$ cat src/rtl/slowclk_reset_pkg.sv
package slowclk_reset_pkg;

    typedef enum logic [1:0] {
        ST_STARTUP,
        ST_RUN,
        ST_USER_HOLD,
        ST_PROC_START
    } rst_state_e;

    localparam logic [2:0] CAUSE_POWERUP = 3'd0;
    localparam logic [2:0] CAUSE_USER    = 3'd4;

endpackage

$ cat src/rtl/slowclk_pin_sync.sv
module slowclk_pin_sync #(
    parameter int   STAGES    = 2,
    parameter logic RESET_VAL = 1'b1
) (
    input  logic clk,
    input  logic por_n,
    input  logic d_in,
    output logic q_out
);
    logic [STAGES-1:0] chain;

    generate
        for (genvar s = 0; s < STAGES; s++) begin : g_stage
            if (s == 0) begin : g_first
                always_ff @(posedge clk or negedge por_n) begin
                    if (!por_n) chain[0] <= RESET_VAL;
                    else        chain[0] <= d_in;
                end
            end else begin : g_next
                always_ff @(posedge clk or negedge por_n) begin
                    if (!por_n) chain[s] <= RESET_VAL;
                    else        chain[s] <= chain[s-1];
                end
            end
        end
    endgenerate

    assign q_out = chain[STAGES-1];
endmodule

$ cat src/rtl/slowclk_reset_cfg.sv
module slowclk_reset_cfg #(
    parameter int LEN_W = 4
) (
    input  logic             clk,
    input  logic             por_n,
    input  logic             wr_open,
    input  logic             cfg_we,
    input  logic             cfg_urst_en,
    input  logic [LEN_W-1:0] cfg_ext_len,
    output logic             urst_en,
    output logic [LEN_W-1:0] ext_len
);
    always_ff @(posedge clk or negedge por_n) begin
        if (!por_n) begin
            urst_en <= 1'b0;
            ext_len <= '0;
        end else if (cfg_we && wr_open) begin
            urst_en <= cfg_urst_en;
            ext_len <= cfg_ext_len;
        end
    end
endmodule

$ cat src/rtl/slowclk_reset_fsm.sv
module slowclk_reset_fsm
    import slowclk_reset_pkg::*;
#(
    parameter int STARTUP_LEN = 8,
    parameter int PROC_START  = 3,
    parameter int LEN_W       = 4
) (
    input  logic             clk,
    input  logic             por_n,
    input  logic             pin_sync,
    input  logic             urst_en,
    input  logic [LEN_W-1:0] ext_len,
    output logic             in_run,
    output logic             proc_rst_n,
    output logic             periph_rst_n,
    output logic             pin_drive_n,
    output logic [2:0]       rst_cause
);
    localparam int PULSE_BITS = (1 << LEN_W) + 1;
    localparam int START_BITS = $clog2(STARTUP_LEN + 1);
    localparam int PROC_BITS  = $clog2(PROC_START + 1);
    localparam int CNT_A      = (PULSE_BITS > START_BITS) ? PULSE_BITS : START_BITS;
    localparam int CNT_W      = (CNT_A > PROC_BITS) ? CNT_A : PROC_BITS;

    typedef logic [CNT_W-1:0] cnt_t;

    rst_state_e       state, state_nx;
    cnt_t             cnt, cnt_nx;
    logic [2:0]       cause_nx;
    logic [LEN_W:0]   shift_amt;
    cnt_t             pulse_len;

    assign shift_amt = {1'b0, ext_len} + (LEN_W+1)'(1);
    assign pulse_len = cnt_t'(1) << shift_amt;

    // next-state and counter decisions
    always_comb begin
        state_nx = state;
        cnt_nx   = cnt;
        cause_nx = rst_cause;
        unique case (state)
            ST_STARTUP: begin
                if (cnt == cnt_t'(STARTUP_LEN - 1)) begin
                    state_nx = ST_RUN;
                    cnt_nx   = '0;
                    cause_nx = CAUSE_POWERUP;
                end else begin
                    cnt_nx = cnt + cnt_t'(1);
                end
            end
            ST_RUN: begin
                if (!pin_sync && urst_en) begin
                    state_nx = ST_USER_HOLD;
                    cnt_nx   = pulse_len;
                end
            end
            ST_USER_HOLD: begin
                if (cnt != '0) begin
                    cnt_nx = cnt - cnt_t'(1);
                end else if (pin_sync) begin
                    state_nx = ST_PROC_START;
                    cnt_nx   = '0;
                end
            end
            ST_PROC_START: begin
                if (!pin_sync) begin
                    state_nx = ST_USER_HOLD;
                    cnt_nx   = '0;
                end else if (cnt == cnt_t'(PROC_START - 1)) begin
                    state_nx = ST_RUN;
                    cnt_nx   = '0;
                    cause_nx = CAUSE_USER;
                end else begin
                    cnt_nx = cnt + cnt_t'(1);
                end
            end
            default: begin
                state_nx = ST_STARTUP;
                cnt_nx   = '0;
            end
        endcase
    end

    // state register
    always_ff @(posedge clk or negedge por_n) begin
        if (!por_n) begin
            state     <= ST_STARTUP;
            cnt       <= '0;
            rst_cause <= CAUSE_POWERUP;
        end else begin
            state     <= state_nx;
            cnt       <= cnt_nx;
            rst_cause <= cause_nx;
        end
    end

    // outputs
    always_comb begin
        in_run       = 1'b0;
        proc_rst_n   = 1'b0;
        periph_rst_n = 1'b0;
        pin_drive_n  = 1'b1;
        unique case (state)
            ST_STARTUP:    pin_drive_n = 1'b0;
            ST_RUN: begin
                in_run       = 1'b1;
                proc_rst_n   = 1'b1;
                periph_rst_n = 1'b1;
            end
            ST_USER_HOLD:  pin_drive_n = (cnt == '0);
            ST_PROC_START: pin_drive_n = 1'b1;
            default:       pin_drive_n = 1'b0;
        endcase
    end
endmodule

$ cat src/rtl/slowclk_reset_ctrl.sv
module slowclk_reset_ctrl #(
    parameter int STARTUP_LEN = 8,
    parameter int PROC_START  = 3,
    parameter int SYNC_STAGES = 2,
    parameter int LEN_W       = 4
) (
    input  logic             clk,
    input  logic             por_n,
    input  logic             pin_in,
    input  logic             cfg_we,
    input  logic             cfg_urst_en,
    input  logic [LEN_W-1:0] cfg_ext_len,
    output logic             proc_rst_n,
    output logic             periph_rst_n,
    output logic             pin_drive_n,
    output logic [2:0]       rst_cause
);
    logic             pin_sync;
    logic             in_run;
    logic             urst_en;
    logic [LEN_W-1:0] ext_len;

    slowclk_pin_sync #(
        .STAGES    (SYNC_STAGES),
        .RESET_VAL (1'b1)
    ) u_sync (
        .clk   (clk),
        .por_n (por_n),
        .d_in  (pin_in),
        .q_out (pin_sync)
    );

    slowclk_reset_cfg #(
        .LEN_W (LEN_W)
    ) u_cfg (
        .clk         (clk),
        .por_n       (por_n),
        .wr_open     (in_run),
        .cfg_we      (cfg_we),
        .cfg_urst_en (cfg_urst_en),
        .cfg_ext_len (cfg_ext_len),
        .urst_en     (urst_en),
        .ext_len     (ext_len)
    );

    slowclk_reset_fsm #(
        .STARTUP_LEN (STARTUP_LEN),
        .PROC_START  (PROC_START),
        .LEN_W       (LEN_W)
    ) u_fsm (
        .clk          (clk),
        .por_n        (por_n),
        .pin_sync     (pin_sync),
        .urst_en      (urst_en),
        .ext_len      (ext_len),
        .in_run       (in_run),
        .proc_rst_n   (proc_rst_n),
        .periph_rst_n (periph_rst_n),
        .pin_drive_n  (pin_drive_n),
        .rst_cause    (rst_cause)
    );
endmodule

$ cat config.mk
export PLATFORM = sky130hd
export DESIGN_NAME = slowclk_reset_ctrl
export DESIGN_NICKNAME = d
export VERILOG_FILES = /design/src/rtl/slowclk_reset_pkg.sv /design/src/rtl/slowclk_pin_sync.sv /design/src/rtl/slowclk_reset_cfg.sv /design/src/rtl/slowclk_reset_fsm.sv /design/src/rtl/slowclk_reset_ctrl.sv
export SDC_FILE = /design/constraint.sdc
export NUM_CORES = 1
export LEC_CHECK = 0
export ABC_CLOCK_PERIOD_IN_PS = 6000
export BUFFER_PORTS_ARGS = -buffer_cell sky130_fd_sc_hd__buf_2
export CAP_MARGIN = 5
export CELL_PAD_IN_SITES_DETAIL_PLACEMENT = 0
export CELL_PAD_IN_SITES_GLOBAL_PLACEMENT = 1
export CORE_AREA = 5 5 81 83
export DETAILED_ROUTE_END_ITERATION = 8
export DIE_AREA = 0 0 86 88
export PLACE_DENSITY = 0.8
export SETUP_SLACK_MARGIN = 0.02
export SYNTH_ARGS = -nofsm -noshare
export SYNTH_HDL_FRONTEND = slang
export SYNTH_SLANG_ARGS = --single-unit
$ cat constraint.sdc
create_clock -name clk -period 6 [get_ports clk]
set_input_delay 0.6 -clock clk [delete_from_list [all_inputs] [get_ports clk]]
set_output_delay 0.6 -clock clk [all_outputs]
set_load 0.01 [all_outputs]
==> results of run 1 <==
[cell type report]
class	instances	area [um^2]	area share
repair buffers	12	60.1	0.0264
multi-input cells	211	1360	0.599
clock buffers	4	45.0	0.0198
inverters	9	33.8	0.0149
flip-flops and latches	27	678	0.298
well taps	75	93.8	0.0413
[layout by cell type (no fill, tap or decap), types with 3 or more instances in the layout]
cell type	instances
nand2_1	28
nor2_1	25
dfrtp_1	25
a21oi_1	18
nor3_1	15
nand3_1	14
o21ai_0	14
buf_2	12
o22ai_1	11
inv_1	9
mux2_2	5
nor4_1	5
xnor2_1	5
o32ai_1	4
nand2b_1	4
o2bb2ai_1	4
xor2_1	4
ha_1	4
nor2b_1	3
a211oi_1	3
clkbuf_8	3
[state kept, by name, indices dropped and copies added (netlist names)]
name / count
u_fsm.rst_cause: 1
u_fsm.cnt: 17
u_cfg.urst_en: 1
u_sync.chain: 1
u_sync.q_out: 1
u_cfg.ext_len: 4
u_fsm.state: 2
[cells in the mapped netlist, types with 5 or more instances]
library cell and number:
buf_6 6, buf_2 9, nand2_1 28, xnor2_1 5
a21oi_1 18, inv_1 9, nand3_1 14, nor3_1 15
mux2_2 5, o21ai_0 14, o22ai_1 11, nor4_1 5
dfrtp_1 25, nor2_1 25
[metrics by stage]
| stage | hold slack [ps] | setup WS (ps) | power, W | instances |
|---|---|---|---|---|
| 5_1_grt | 368 | 3070 | 0.00127 | 338 |
| 2_1_floorplan | 304 | 3940 | 0.000933 | 270 |
| 3_3_place_gp | 349 | 3340 | 0.00104 | 334 |
| 4_1_cts | 345 | 3260 | 0.00117 | 338 |
| 3_5_place_dp | 351 | 3260 | 0.00105 | 334 |
| 6_report | 320 | 3290 | 0.00116 | 338 |
[worst max path at each step]
stage / cells past startpoint / to / start / slack, ps
4_1_cts: 6 / u_fsm.cnt[13] / u_fsm.cnt[15] / 3260
5_1_grt: 6 / u_fsm.cnt[13] / u_fsm.cnt[15] / 3070
6_report: 6 / u_fsm.cnt[13] / u_fsm.cnt[15] / 3290
3_3_place_gp: 6 / u_fsm.cnt[13] / u_fsm.cnt[6] / 3340
3_5_place_dp: 6 / u_fsm.cnt[13] / u_fsm.cnt[15] / 3260
2_1_floorplan: 5 / pin_drive_n / u_fsm.cnt[6] / 3940
[power groups by stage]
stage	clock, W	combinational (W)	sequential (W)
after detailed placement	0	0.000684	0.000370
after global routing	0.000124	0.000761	0.000381
after global placement	0	0.000673	0.000371
after CTS	0.000117	0.000685	0.000367
after floorplan	0	0.000643	0.000289
final	0.000109	0.000685	0.000371
[logic make-up after synthesis]
logic type | count (synthesis) | share of synthesized area
AND/OR/NAND/NOR | 112 | 0.271
buffers and inverters | 32 | 0.0844
other | 1 | 0.00169
multiplexers | 6 | 0.0298
flip-flops | 27 | 0.305
AO/OA/AOI/OAI | 78 | 0.251
XOR/XNOR | 9 | 0.0354
adder cells (fa/ha/maj) | 4 | 0.0225
[layer usage]
metal | vias to the layer above | wire, um | GRT usage
met3 | 5 | 354 | 0.0216
met4 | 0 | 61 | 0.0518
li1 | 970 | - | -
met5 | - | 0 | 0
met1 | 930 | 2680 | 0.225
met2 | 61 | 2680 | 0.262
==> impl_results.md, run 1 <==
- Largest net degree at the start of global routing: 28
- Tightest Pin Transition: 949 ps
- RSZ-0062 raised after global routing: false
- ANT cells: 0
- Seq/Total Area, Yosys: 0.305
- DR vias: 1966
- CP max FO: 23
- Synth Warn #: 0
- Switching Fraction: 0.524
- Setup violators final: 0
- Clk_skew: 4.85 ps
- Postcts setup bufs: 0
- Number of fill cells in the layout: 614
- Rel. slew slack: 0.367
- Synth Instances: ~270
- CTS Hold Bufs: 0
- Share of cells above drive strength 1: 0.141
- Post-synth top area share: 0.281
- Post-Syn Area per Cell: 8.27 um^2
- Post-Syn Area: 2220 um^2
- Clock sink total: 27
- Worst skew pair latency: 280 ps
- Most used cell, CP: nor3_1
- Number of vias per cell: 5.82
- FP Rows: 28
- Setup_tns: 0 ps
- Leak: around 0.84 nW
- Flop pwr share: 0.318
- Critical path class: register to register
- R2R setup slack: 3290 ps
- Arrival time worst endpoint: ~2800 ps
- Routed Antenna Nets: 0
- TritonCTS clock tree: yes
- Initial DRC count: between 100 and 150
- Worst Path Required: ~6100 ps
- Die area: between 7000 and 8000 um^2
- DRT Pass-1 Iters: 4
- # IOs: 15
- CTS buffer count: 3
- Pwr/cell area: 512 nW/um^2
- RR Endpoint: u_fsm.cnt[13]
- Final slew viol count: 0
- Vias in the first global route: roughly 1900
- Yosys top cell by area: dfrtp_1
- All-Layer GR Usage: 0.162
- Top FF cell, synth: dfrtp_1
- Seq cells post-synth: 27
- Sw power: a little over 0.0006 W
- Die Width: 86 um
- FF-to-FF path depth: 6
- Crit path buf inv count: 0
- CP Cell Sequence: nor3_1 > nand4_4 > o31ai_4 > nor3_1 > a21oi_1 > o221ai_1
- Final period util: 0.452
- Root Driver: clkbuf_8
- Core Util, Final: 0.393
- CORE AREA: 5780 um^2
- Final GP Congestion: about 0.9
- Delay-heaviest family, CP: compound AO/OA/AOI/OAI gates
- CP peak stage delay: 860 ps
- Final #Nets: roughly 280
- # DRC: 0
- Critical path endpoint category: register
- Worst reg2reg startpoint: u_fsm.cnt[15]
- Slowest cell on crit path: o31ai_4
- H-tree depth: 1
- Hold/Removal Path Class: input pin to asynchronous set/reset pin
- Starting Density: 0.385
- Internal power: ~0.00055 W
- GRT overflow: 0
- Max-Cap Viols: 0
- First-pass GRT wire length: 9690 um
- Max clock buf depth: 2
- Clock power share: 0.094
- Post-synth EDFFs: 0
- Die H: 88 um
- Synth cell types: 60
- Antenna violations before repair: 0
- Clock transition at path regs: around 100 ps
- Fin crit period: 2710 ps
- Final Cell Area: 2270 um^2
- Routed len/inst: 17.1 um
- Post-DP Area: between 2000 and 2500 um^2
- Post_cts resized: 0
- Final Hold Viols: 0
- Detailed Place HPWL: 4110 um
- Max IR drop VDD: 0.198 mV
- Max Fclk: approximately 370 MHz
- Combinational cell fraction of total power: 0.588
- # port buffers: 12
- CP startpoint kind: register
- Ys async rst share: 1.00
- Status: finished clean
- Layout area overhead: 2.19%
- Total wire length: 5770 um
- Synth area leaders: dfrtp_1 28%, nand2_1 4.7%, nor2_1 4.2%
Note: power is estimated with default switching activity, not from simulation.
==> run 2: changes to the inputs <==
--- a/config.mk
+++ b/config.mk
@@ -5,7 +5,7 @@
 export SDC_FILE = /design/constraint.sdc
 export NUM_CORES = 1
 export LEC_CHECK = 0
-export ABC_CLOCK_PERIOD_IN_PS = 6000
+export ABC_CLOCK_PERIOD_IN_PS = 2300
 export BUFFER_PORTS_ARGS = -buffer_cell sky130_fd_sc_hd__buf_2
 export CAP_MARGIN = 5
 export CELL_PAD_IN_SITES_DETAIL_PLACEMENT = 0
@@ -13,7 +13,7 @@
 export CORE_AREA = 5 5 81 83
 export DETAILED_ROUTE_END_ITERATION = 8
 export DIE_AREA = 0 0 86 88
-export PLACE_DENSITY = 0.8
+export PLACE_DENSITY = 0.82
 export SETUP_SLACK_MARGIN = 0.02
 export SYNTH_ARGS = -nofsm -noshare
 export SYNTH_HDL_FRONTEND = slang
==> constraint.sdc (replaced) <==
create_clock -name clk -period 2.3 [get_ports clk]
set_input_delay 0.23 -clock clk [delete_from_list [all_inputs] [get_ports clk]]
set_output_delay 0.23 -clock clk [all_outputs]
set_load 0.01 [all_outputs]
==> impl_results.md, run 2 (same netlist as run 1, synthesis figures left out) <==
- Final #Nets: 309 (+12%)
- Detailed Place HPWL: 4730 um (+15%)
- Clock transition at path regs: 110 ps (about the same)
- Top reg by flops: u_fsm.cnt
- Routed Antenna Nets: 0 (unchanged)
- RSZ-0062 raised after global routing: false
- Core Util, Final: 0.438 (+0.0444)
- # DRC: 0 (unchanged)
- Most frequent cells in the layout: 31 x buf_4, 28 x nand2_1, 25 x nor2_1, 25 x dfrtp_1, 18 x a21oi_1
- Largest net degree at the start of global routing: 28 (unchanged)
- Rel. slew slack: 0.558 (+0.190)
- Critical path endpoint category: output port
- Tightest hold margin: 31.9 ps (-289 ps)
- Number of vias per cell: 5.96 (+2.5%)
- Initial DRC count: 165 (+22%)
- Worst Path Required: 2070 ps (-4050 ps)
- All-Layer GR Usage: 0.175 (+0.0121)
- Final slew viol count: 0 (unchanged)
- DR vias: 2205 (+12%)
- Final Cell Area: 2530 um^2 (+11%)
- Setup_tns: 0 ps (unchanged)
- Leak: 1.00 nW (+19%)
- Status: finished clean
- Max-Cap Viols: 0 (unchanged)
- Max clock buf depth: 2 (unchanged)
- # port buffers: 12 (unchanged)
- Die area: 7570 um^2 (unchanged)
- Commonest non-fill, non-tap cell in the layout: buf_4
- Top Registers: u_fsm.cnt: 17 flops, u_cfg.ext_len: 4 flops, u_fsm.state: 2 flops
- Arrival time worst endpoint: 1930 ps (-910 ps)
- Critical path class: register to output port
- FP Rows: 28 (unchanged)
- CORE AREA: 5780 um^2 (unchanged)
- DRT Pass-1 Iters: 5 (+1)
- Worst skew pair latency: 290 ps (about the same)
- Starting Density: 0.385 (unchanged)
- ANT cells: 0 (unchanged)
- Number of fill cells in the layout: 572 (-6.8%)
- Setup violators final: 0 (unchanged)
- Final GP Congestion: 0.975 (+9.7%)
- First-pass GRT wire length: 10400 um (+7.3%)
- Total wire length: 6340 um (+9.9%)
- CP startpoint: u_fsm.cnt[6]
- Share of cells above drive strength 1: 0.241 (+0.100)
- CP max FO: 6 (-74%)
- Vias in the first global route: 2053 (+7.7%)
- Worst reg2reg startpoint: u_fsm.cnt[1]
- CP startpoint kind: register
- Tightest Pin Transition: 663 ps (-286 ps)
- GRT overflow: 0 (unchanged)
- # IOs: 15 (unchanged)
- Layout area overhead: 13.7%
- Max Fclk: 463 MHz
- Worst hold start: pin_in
- Clk_skew: 6.92 ps (+2.07 ps)
- Die H: 88 um (unchanged)
- Design Power: 0.00345 W (+200%)
- Max IR drop VDD: 0.603 mV (+200%)
- Max reg flops: 17 (unchanged)
- Fin crit period: 2160 ps
- Post-DP Area: 2450 um^2 (+9.8%)
- Routed len/inst: 17.1 um (+0.36%)
- Final period util: 0.938
- Clock sink total: 27 (unchanged)
- Hold/Removal Path Class: input pin to register
- CTS buffer count: 3 (unchanged)
- Root Driver: clkbuf_8
- Pwr/cell area: 1360 nW/um^2 (+170%)
- TritonCTS clock tree: yes
- Antenna violations before repair: 0 (unchanged)
- Die Width: 86 um (unchanged)
- H-tree depth: 1 (unchanged)
- Final Hold Viols: 0 (unchanged)
## run 2: metrics by stage
step / setup WS [ps] / cells
finish: 142 / 370
detailed placement: 143 / 363
global placement: 187 / 363
global route: 23.9 / 370
floorplan: 318 / 270
CTS: 117 / 368
## run 2: what timing repair did
| item | 4_1_cts | 5_1_grt |
|---|---|---|
| resized for setup | 0 | 3 |
| endpoints found under the hold margin | 25 | 0 |
| endpoints found under the setup margin | 0 | 10 |
| hold buffers | 1 | 0 |
| buffers inserted | 0 | 2 |
## run 2: metal layers
metal | up-vias | wire (um) | GRT usage
met5 | - | 0 | 0
met4 | 0 | 137 | 0.0604
met3 | 17 | 392 | 0.0263
met2 | 98 | 2880 | 0.280
met1 | 1058 | 2930 | 0.240
li1 | 1032 | - | -
## run 2: path summary, 6_finish.rpt
kind                                    end  slack, ps  depth (start not counted)
max                             pin_drive_n        140                          5
min                         u_sync.chain[0]         30                          1
max reg2reg                    u_fsm.cnt[5]        150                          7
min reg2reg                    u_sync.q_out        370                          0
max in group asynchronous  u_cfg.ext_len[3]       1370                          2
min in group asynchronous     u_fsm.cnt[13]        500                          2
## run 2: cell type report
type                            instances  area (um^2)  share of cell area
Clock buffer                            3         41.3              0.0163
Sequential cell                        27          678               0.268
Tap cell                               75         93.8              0.0371
Timing Repair Buffer                   44          303               0.120
Clock inverter                          1         5.00             0.00198
Inverter                                9         33.8              0.0134
Multi-Input combinational cell        211         1380               0.544
## run 2: worst max-delay path, cell delays in order, from the launching register on
cell and delay (ps):
dfrtp_1 470, nor4_4 430, nand4_4 220, nor2_1 250, a21o_1 150, buf_2 120
## run 2: report_power, final
part	total, W	switching [W]	internal, W
combinational	0.00223	0.00127	0.000968
sequential	0.000913	0.000276	0.000637
clock	0.000298	0.000176	0.000122
total	0.00345	0.00172	0.00173
==> run 3: changes to the inputs <==
--- a/config.mk
+++ b/config.mk
@@ -10,11 +10,12 @@
 export CAP_MARGIN = 5
 export CELL_PAD_IN_SITES_DETAIL_PLACEMENT = 0
 export CELL_PAD_IN_SITES_GLOBAL_PLACEMENT = 1
-export CORE_AREA = 5 5 81 83
+export CORE_AREA = 5 5 78 87
 export DETAILED_ROUTE_END_ITERATION = 8
-export DIE_AREA = 0 0 86 88
+export DIE_AREA = 0 0 83 92
 export PLACE_DENSITY = 0.82
 export SETUP_SLACK_MARGIN = 0.02
+export SKIP_LAST_GASP = 1
 export SYNTH_ARGS = -nofsm -noshare
 export SYNTH_HDL_FRONTEND = slang
 export SYNTH_SLANG_ARGS = --single-unit
==> impl_results.md, run 3 (same netlist as run 1, synthesis figures left out) <==
- Initial DRC count: 139 (-16%)
- Share of cells above drive strength 1: 0.227 (-0.0139)
- Postcts setup bufs: 0 (unchanged)
- Worst skew pair latency: 280 ps (about the same)
- Critical path endpoint category: output port
- H-tree depth: 1 (unchanged)
- Total wire length: 6140 um (-3.1%)
- Number of vias per cell: 5.71 (-4.1%)
- Die Width: 83 um (-3.5%)
- Hold/Removal Path Class: input pin to register
- All-Layer GR Usage: 0.159 (-0.0153)
- Largest net degree at the start of global routing: 28 (unchanged)
- Tightest Pin Transition: 659 ps (-4.60 ps)
- Routed len/inst: 16.7 um (-2.6%)
- Max Fclk: 459 MHz (-0.97%)
- ANT cells: 0 (unchanged)
- Critical path class: register to output port
- Design Power: 0.00338 W (-2.0%)
- Rel. slew slack: 0.561 (+0.00307)
- Tightest hold margin: 45.2 ps (+13.4 ps)
- Layout area overhead: 12.4%
- Pwr/cell area: 1350 nW/um^2 (-0.84%)
- Setup_tns: 0 ps (unchanged)
- Leak: 0.980 nW (-2.1%)
- DR vias: 2103 (-4.6%)
- # IOs: 15 (unchanged)
- Clock sink total: 27 (unchanged)
- Antenna violations before repair: 0 (unchanged)
- CP startpoint kind: register
- Routed Antenna Nets: 0 (unchanged)
- Dpl ws: 157 ps (+13.5 ps)
- CTS buffer count: 3 (unchanged)
- Die H: 92 um (+4.5%)
- Status: finished clean
- Final WS setup: 121 ps (-21.2 ps)
- CORE AREA: 5730 um^2 (-0.82%)
- Final #Nets: 305 (-1.3%)
- Final GP Congestion: 0.891 (-8.6%)
- FP Rows: 29 (+3.6%)
- Most frequent cells in the layout: 28 x nand2_1, 27 x buf_4, 25 x nor2_1, 25 x dfrtp_1, 18 x a21oi_1
- Final Hold Viols: 0 (unchanged)
- TritonCTS clock tree: yes
- Vias in the first global route: 2032 (-1.0%)
- Max clock buf depth: 2 (unchanged)
- # DRC: 0 (unchanged)
- Die area: 7640 um^2 (+0.90%)
- First-pass GRT wire length: 9950 um (-4.3%)
- Final slew viol count: 0 (unchanged)
- Clock transition at path regs: 100 ps (about the same)
- CP Cell Sequence: nor4_4 > nand2_1 > buf_4 > nor2_1 > a21o_1 > buf_2
- Arrival time worst endpoint: 1950 ps (+20 ps)
- Worst Path Required: 2070 ps (about the same)
- Crit path buf inv count: 2 (+1)
- CP max FO: 7 (+1)
- CP peak stage delay: 490 ps (+20 ps)
- Max-Cap Viols: 0 (unchanged)
- Max IR drop VDD: 0.717 mV (+19%)
- DRT Pass-1 Iters: 4 (-1)
- Top reg by flops: u_fsm.cnt
- RSZ-0062 raised after global routing: false
- Clk_skew: 11.2 ps (+4.28 ps)
- Number of fill cells in the layout: 601 (+5.1%)
- Top Registers: u_fsm.cnt: 17 flops, u_cfg.ext_len: 4 flops, u_fsm.state: 2 flops
- Delay-heaviest family, CP: simple AND/OR/NAND/NOR gates
- Commonest non-fill, non-tap cell in the layout: nand2_1
- Starting Density: 0.388 (+0.00319)
- Final period util: 0.948 (+0.00924)
- Fin crit period: 2180 ps (+21.2 ps)
- GRT overflow: 0 (unchanged)
- Root Driver: clkbuf_8
- Detailed Place HPWL: 4640 um (-2.0%)
- Max reg flops: 17 (unchanged)
- Slowest cell on crit path: dfrtp_1
- # port buffers: 12 (unchanged)
- Setup violators final: 0 (unchanged)
[run 3: cell types whose count changed in the layout (fill, tap and decap cells not counted), sizes merged]
| cell | delta |
|---|---|
| buf | -4 |
| clkbuf | +1 |
| clkinv | -1 |
[run 3: cell type report]
cell class              instances  area [um^2]  share of cell area
well taps                      77         96.3              0.0385
repair buffers                 40          273               0.109
multi-input cells             211         1370               0.550
inverters                       9         33.8              0.0135
flip-flops and latches         27          678               0.271
clock buffers                   4         45.0              0.0180
[run 3: stage by stage]
stage / cell area [um^2] / utilization / instances
global placement: 2430 / 0.424 / 363
detailed placement: 2430 / 0.424 / 363
CTS: 2490 / 0.434 / 368
global route: 2500 / 0.436 / 368
floorplan: 2230 / - / 270
finish: 2500 / 0.436 / 368
[run 3: repair_timing]
action | CTS | global route
hold buffers | 1 | 0
endpoints found under the hold margin | 25 | 0
endpoints found under the setup margin | 0 | 8
gates resized for setup | 0 | 3
[run 3: final timing paths]
check | cells after the start | end | startpoint | slack, ps
worst min register to register | 0 | u_sync.q_out | u_sync.chain[0] | 360
worst max register to register | 8 | u_fsm.cnt[1] | u_fsm.cnt[9] | 150
min in group asynchronous | 2 | u_cfg.ext_len[0] | por_n | 520
max in group asynchronous | 2 | u_fsm.cnt[1] | por_n | 1350
worst max-delay path | 6 | pin_drive_n | u_fsm.cnt[9] | 120
worst min-delay path | 1 | u_sync.chain[0] | pin_in | 50
[run 3: where the power goes]
part	internal (W)	switching, W	total (W)
Combinational	0.000940	0.00125	0.00219
Clock	0.000125	0.000159	0.000284
Sequential	0.000637	0.000269	0.000906
[run 3: layer usage]
| layer | track usage | part of all wire |
|---|---|---|
| met1 | 0.205 | 0.43 |
| met2 | 0.271 | 0.48 |
| met5 | 0 | 0 |
| met3 | 0.0188 | 0.058 |
| met4 | 0.0640 | 0.027 |
